$ cat src/rtl/opt_pkg.sv
package opt_pkg;
    typedef enum logic [1:0] {
        PG_IDLE = 2'b00,
        PG_HIT  = 2'b01,
        PG_MISS = 2'b10
    } pg_kind_e;
endpackage

$ cat src/rtl/opt_row.sv
module opt_row #(
    parameter int BANKS  = 4,
    parameter int PAGE_W = 12,
    localparam int BANK_W = (BANKS > 1) ? $clog2(BANKS) : 1
) (
    input  logic                           clk,
    input  logic                           rst_n,
    input  logic                           four_bank,
    input  logic                           close_all,
    input  logic                           upd_hit,
    input  logic                           upd_open,
    input  logic [BANK_W-1:0]              upd_bank,
    input  logic [PAGE_W-1:0]              upd_page,
    output logic [BANKS-1:0]               vld_nx,
    output logic [BANKS-1:0][PAGE_W-1:0]   pg_nx
);
    localparam logic [BANK_W-1:0] HALF_IDX = BANK_W'(BANKS / 2);

    typedef struct packed {
        logic [BANKS-1:0]             vld;
        logic [BANKS-1:0][PAGE_W-1:0] pg;
    } row_st_t;

    row_st_t st_d, st_q;
    logic    in_range;

    assign in_range = four_bank || (upd_bank < HALF_IDX);

    always_comb begin
        st_d = st_q;
        if (close_all) begin
            st_d.vld = '0;
        end else if (upd_hit && in_range) begin
            if (upd_open) begin
                st_d.vld[upd_bank] = 1'b1;
                st_d.pg[upd_bank]  = upd_page;
            end else begin
                st_d.vld[upd_bank] = 1'b0;
            end
        end
    end

    always_ff @(posedge clk) begin
        if (!rst_n) st_q <= '0;
        else        st_q <= st_d;
    end

    assign vld_nx = st_d.vld;
    assign pg_nx  = st_d.pg;


    activate_store_chk: assert property (@(posedge clk) disable iff (!rst_n)
        upd_hit && upd_open && in_range && !close_all
        |=> st_q.vld[$past(upd_bank)] && st_q.pg[$past(upd_bank)] == $past(upd_page));


    precharge_close_chk: assert property (@(posedge clk) disable iff (!rst_n)
        upd_hit && !upd_open && in_range && !close_all
        |=> !st_q.vld[$past(upd_bank)]);


    close_all_chk: assert property (@(posedge clk) disable iff (!rst_n)
        close_all |=> st_q.vld == '0);


    narrow_ignore_chk: assert property (@(posedge clk) disable iff (!rst_n)
        upd_hit && !four_bank && upd_bank >= HALF_IDX && !close_all |=> $stable(st_q));
endmodule

$ cat src/rtl/opt_classify.sv
module opt_classify
    import opt_pkg::*;
#(
    parameter int PAGE_W = 12
) (
    input  logic              is_open,
    input  logic              in_range,
    input  logic [PAGE_W-1:0] page_held,
    input  logic [PAGE_W-1:0] page_req,
    output pg_kind_e          kind
);
    always_comb begin
        if (!in_range || !is_open)     kind = PG_IDLE;
        else if (page_held == page_req) kind = PG_HIT;
        else                           kind = PG_MISS;
    end
endmodule

$ cat src/rtl/open_page_table.sv
module open_page_table
    import opt_pkg::*;
#(
    parameter int NUM_ROWS = 4,
    parameter int BANKS    = 4,
    parameter int PAGE_W   = 12,
    localparam int ROW_W   = (NUM_ROWS > 1) ? $clog2(NUM_ROWS) : 1,
    localparam int BANK_W  = (BANKS > 1) ? $clog2(BANKS) : 1
) (
    input  logic                clk,
    input  logic                rst_n,
    input  logic [NUM_ROWS-1:0] row_four_bank,
    input  logic                close_all,
    input  logic                upd_en,
    input  logic                upd_open,
    input  logic [ROW_W-1:0]    upd_row,
    input  logic [BANK_W-1:0]   upd_bank,
    input  logic [PAGE_W-1:0]   upd_page,
    input  logic                lk_en,
    input  logic [ROW_W-1:0]    lk_row,
    input  logic [BANK_W-1:0]   lk_bank,
    input  logic [PAGE_W-1:0]   lk_page,
    output logic                res_valid,
    output logic [1:0]          res_kind
);
    localparam logic [BANK_W-1:0] HALF_IDX = BANK_W'(BANKS / 2);

    typedef struct packed {
        logic     valid;
        pg_kind_e kind;
    } res_st_t;

    logic [NUM_ROWS-1:0][BANKS-1:0]             row_vld;
    logic [NUM_ROWS-1:0][BANKS-1:0][PAGE_W-1:0] row_pg;

    for (genvar r = 0; r < NUM_ROWS; r++) begin : g_row
        opt_row #(.BANKS(BANKS), .PAGE_W(PAGE_W)) i_row (
            .clk      (clk),
            .rst_n    (rst_n),
            .four_bank(row_four_bank[r]),
            .close_all(close_all),
            .upd_hit  (upd_en && (upd_row == ROW_W'(r))),
            .upd_open (upd_open),
            .upd_bank (upd_bank),
            .upd_page (upd_page),
            .vld_nx   (row_vld[r]),
            .pg_nx    (row_pg[r])
        );
    end

    logic     lk_in_range;
    pg_kind_e lk_kind;
    res_st_t  res_d, res_q;

    assign lk_in_range = row_four_bank[lk_row] || (lk_bank < HALF_IDX);

    opt_classify #(.PAGE_W(PAGE_W)) i_classify (
        .is_open  (row_vld[lk_row][lk_bank]),
        .in_range (lk_in_range),
        .page_held(row_pg[lk_row][lk_bank]),
        .page_req (lk_page),
        .kind     (lk_kind)
    );

    always_comb begin
        res_d.valid = lk_en;
        res_d.kind  = lk_en ? lk_kind : PG_IDLE;
    end

    always_ff @(posedge clk) begin
        if (!rst_n) res_q <= '{valid: 1'b0, kind: PG_IDLE};
        else        res_q <= res_d;
    end

    assign res_valid = res_q.valid;
    assign res_kind  = res_q.kind;


    result_follow_chk: assert property (@(posedge clk) disable iff (!rst_n)
        lk_en |=> res_valid);


    result_quiet_chk: assert property (@(posedge clk) disable iff (!rst_n)
        !lk_en |=> !res_valid && res_kind == 2'b00);


    kind_legal_chk: assert property (@(posedge clk) disable iff (!rst_n)
        res_kind != 2'b11);


    close_lookup_idle_chk: assert property (@(posedge clk) disable iff (!rst_n)
        close_all && lk_en |=> res_kind == 2'b00);
endmodule

$ cat config.mk
export PLATFORM = sky130hd
export DESIGN_NAME = open_page_table
export DESIGN_NICKNAME = d
export VERILOG_FILES = /design/src/rtl/opt_pkg.sv /design/src/rtl/opt_row.sv /design/src/rtl/opt_classify.sv /design/src/rtl/open_page_table.sv
export SDC_FILE = /design/constraint.sdc
export NUM_CORES = 1
export LEC_CHECK = 0
export ABC_AREA = 1
export BUFFER_PORTS_ARGS = -buffer_cell sky130_fd_sc_hd__buf_2
export CAP_MARGIN = 20
export CORE_MARGIN = 10
export CORE_UTILIZATION = 50
export CTS_BUF_LIST = sky130_fd_sc_hd__clkbuf_16
export DETAILED_ROUTE_END_ITERATION = 6
export PLACE_DENSITY = 0.67
export SLEW_MARGIN = 10
export SYNTH_ARGS = -nofsm -noshare
export SYNTH_HDL_FRONTEND = slang
export SYNTH_HIERARCHICAL = 1
export SYNTH_SLANG_ARGS = --single-unit
$ cat constraint.sdc
create_clock -name clk -period 2.6 [get_ports clk]
set_input_delay 0.26 -clock clk [delete_from_list [all_inputs] [get_ports clk]]
set_output_delay 0.26 -clock clk [all_outputs]
set_load 0.05 [all_outputs]
==> summary.txt <==
Cells and area
  • Fin nets: 2,557
  • Final Cell Area: 0.0162 mm2
  • Commonest non-fill, non-tap cell in the layout: nand2_1
  • Most frequent cells in the layout: 773 x nand2_1, 548 x inv_1, 283 x buf_4
  • P&R area growth vs syn: 26.9%
  • Share of cells above drive strength 1: 0.169

Synthesis
  • Post-synthesis cell area: 0.0127 mm2
  • Syn Area/Cell: 5.65 um2
  • Post-Synth XOR/XNOR Area: 0.00344
  • Syn. warnings: 6
  • Synth Area in Compound Gates: 0.0274
  • Post-Synth Adder-Cell Area: 0
  • Syn Inst Count: 2,254
  • Seq cells post-synth: 211
  • Mux cell area share after synthesis: 0
  • Largest family of logic cells by synthesized area: simple AND/OR/NAND/NOR gates
  • Post-synthesis sequential area ratio: 0.332
  • Unique masters post-synth: 22
  • Synthesized Nets: 2,296
  • Post-synthesis simple-gate area fraction: 0.426

Timing
  • Least-Margin Pin Slew: approximately 0.93 ns
  • Fmax: 413 MHz
  • Slew HR: 0.374
  • Slew Viols, Final: 0
  • Final setup fails: 0
  • Fin Clk Skew: about 0.019 ns
  • Hold_ws: 0.113 ns
  • Final worst path period share: 0.931
  • Tmin final: 2.42 ns
  • Hold Violations, Final: 0

Global routing
  • Vias in the first global route: 13,037
  • Total grt overflow: 0
  • Total GRT Usage: 0.270
  • GR peak layer: met2
  • Met1 Resource Use GR: 0.367
  • Grt met2 use: 0.408
  • Initial antenna violation count: 1
  • Largest net degree at the start of global routing: 65
  • GR met3 Demand/Resource: 0.0474
  • First-pass GRT wire length: 70,500 um

Placed design
  • Port bufs: 44
  • GP Congestion: ~0.95
  • Hpwl dp: 32,700 um
  • Post-DP Area: 0.0152 mm2

Drt
  • Antenna Violating Nets Remaining: 0
  • Vias after detailed routing: 14,279
  • Total Routed Length: roughly 46,000 um
  • Routed WL per cell: 16.1 um
  • Number of vias per cell: 4.99
  • Starting DRC count in detailed routing: 1,428
  • DRC Markers: 0
  • Initial DRT Pass Iterations: 6

Critical path
  • R2R depth: 18
  • Startpoint class of the critical path: primary input
  • Worst path required time: around 3.1 ns
  • CP Cell Sequence: buf_2, clkinvlp_4, buf_4, nor3_4, buf_6, nand3_2, nor2_4, buf_4, nand2_1, nand2_1, inv_1, inv_1, nand2_1, nand3_1, nand3_1, nand3_1, nand2_1, xnor2_1, nand2_1, nor2_1, nand3_1, nor2_1, inv_1, nor2_1
  • CP dominant cell by count: nand2_1
  • Worst-path fanout max: 6
  • WS Path Type: primary input to register
  • CP max stage delay: ~0.26 ns
  • Crit. End Element: register
  • Worst EP arrival: 2.87 ns
  • CP max stage cell: nor3_4

Hold path
  • Hold path depth: 3
  • HP Class: primary input to register

Clocking
  • CTS Buf Count: 25
  • CTS Buffer Depth: 3
  • CTS Sinks: 211
  • H-tree levels: 1
  • Worst-path clk slew: 0.06 ns
  • Clk root buf: clkbuf_16
  • Worst-skew pair later-pin latency: 0.53 ns
  • CTS tree: yes

Power
  • Clk pwr share: 0.434
  • Power share of the combinational group: 0.131
  • Internal power: 5.38 mW
  • P_leak: between 9 and 10 nW
  • VDD IR max: 0.000420 V
  • Seq pwr share: 0.435
  • Switching Fraction: 0.280
  • Pwr/cell area: 462 mW/mm2
  • Switching power: 2.09 mW

Run status
  • Outcome: completed

Floorplanning
  • Starting Density: 0.507
  • Die Height: 180 um
  • Core footprint: 0.0251 mm2
  • Die width: 180 um
  • Cell Rows: 58
  • Num ports: 45
  • Die Area: 0.0323 mm2

Job
  • Max Cap Violations: 0
==> flip-flops by register name (all words and copies together) (netlist names) <==
| register | count |
|---|---|
| res_valid | 1 |
| g_row.i_row/st_q | 208 |
| res_kind | 2 |
==> stage by stage <==
step                       util  setup slack [ns]  TNS, ns  cells  power (mW)
after floorplan               -             0.394        0   2254        3.83
after global placement    0.604            -0.334   -0.644   2808        4.25
after detailed placement  0.604            -0.334   -0.663   2808        4.25
after CTS                 0.634             0.190        0   2852        7.47
after global routing      0.644           -0.0412  -0.0561   2861        7.70
final                     0.644             0.180        0   2862        7.48
==> per-layer routing <==
metal  vias up  routed length [um]
li1       7132                   -
met1      6439               20200
met2       590               19600
met3       118                4080
met4         0                2160
met5         -                   0
==> Yosys cell counts, drive strengths merged <==
library cell | n | area (um2)
clkbuf | 30 | 113
dfxtp | 211 | 4220
o21bai | 4 | 30.0
inv | 545 | 2050
clkinv | 5 | 18.8
nor3 | 4 | 20.0
xnor2 | 5 | 43.8
nor2 | 184 | 721
buf | 87 | 523
nand2 | 787 | 2970
nand4 | 48 | 300
o221ai | 1 | 8.76
a21oi | 60 | 300
nand3 | 281 | 1410
o21ai | 2 | 10.0
==> power by group through the flow <==
stage	clock [mW]	sequential, mW	combinational, mW
floorplan	0	3.33	0.495
CTS	3.29	3.26	0.925
global placement	0	3.33	0.921
detailed placement	0	3.33	0.920
finish	3.24	3.26	0.979
global route	3.40	3.26	1.04
==> critical path, delay by kind of cell <==
family | cells | cell delay [ns]
AND/OR/NAND/NOR | 15 | 1.61
buffers and inverters | 8 | 0.86
XOR/XNOR | 1 | 0.14
==> worst paths after layout <==
check,startpoint,endpoint,slack (ns)
worst max-delay path,upd_en,res_kind[0],0.18
worst min-delay path,rst_n,res_kind[1],0.11
worst max register to register,g_row[1].i_row/st_q[27],res_kind[0],0.65
worst min register to register,g_row[3].i_row/st_q[43],g_row[3].i_row/st_q[43],0.47
==> cell families after synthesis <==
logic type                after synthesis
xor gates and xnor gates                5
buffers and inverters                 667
AOI/OAI and AO/OA                      67
and+or+nand+nor                      1304
DFF                                   211
==> area by class of cell <==
cell class	instances	area, um2
inverters	550	2070
repair buffers	351	2750
clock buffers	25	626
multi-input cells	1376	5970
flip-flops and latches	211	4220
fillers	2537	8940
clock inverters	18	108
well taps	330	413
diodes	1	2.50
==> repair_timing <==
| item | 4_1_cts | 5_1_grt |
|---|---|---|
| setup buffers | 0 | 7 |
| hold buffers | 1 | 0 |
| endpoints found under the hold margin | 2 | 0 |
| setup endpoints to repair | 0 | 2 |
| resized for setup | 0 | 44 |
Note: power is estimated with default switching activity, not from simulation.
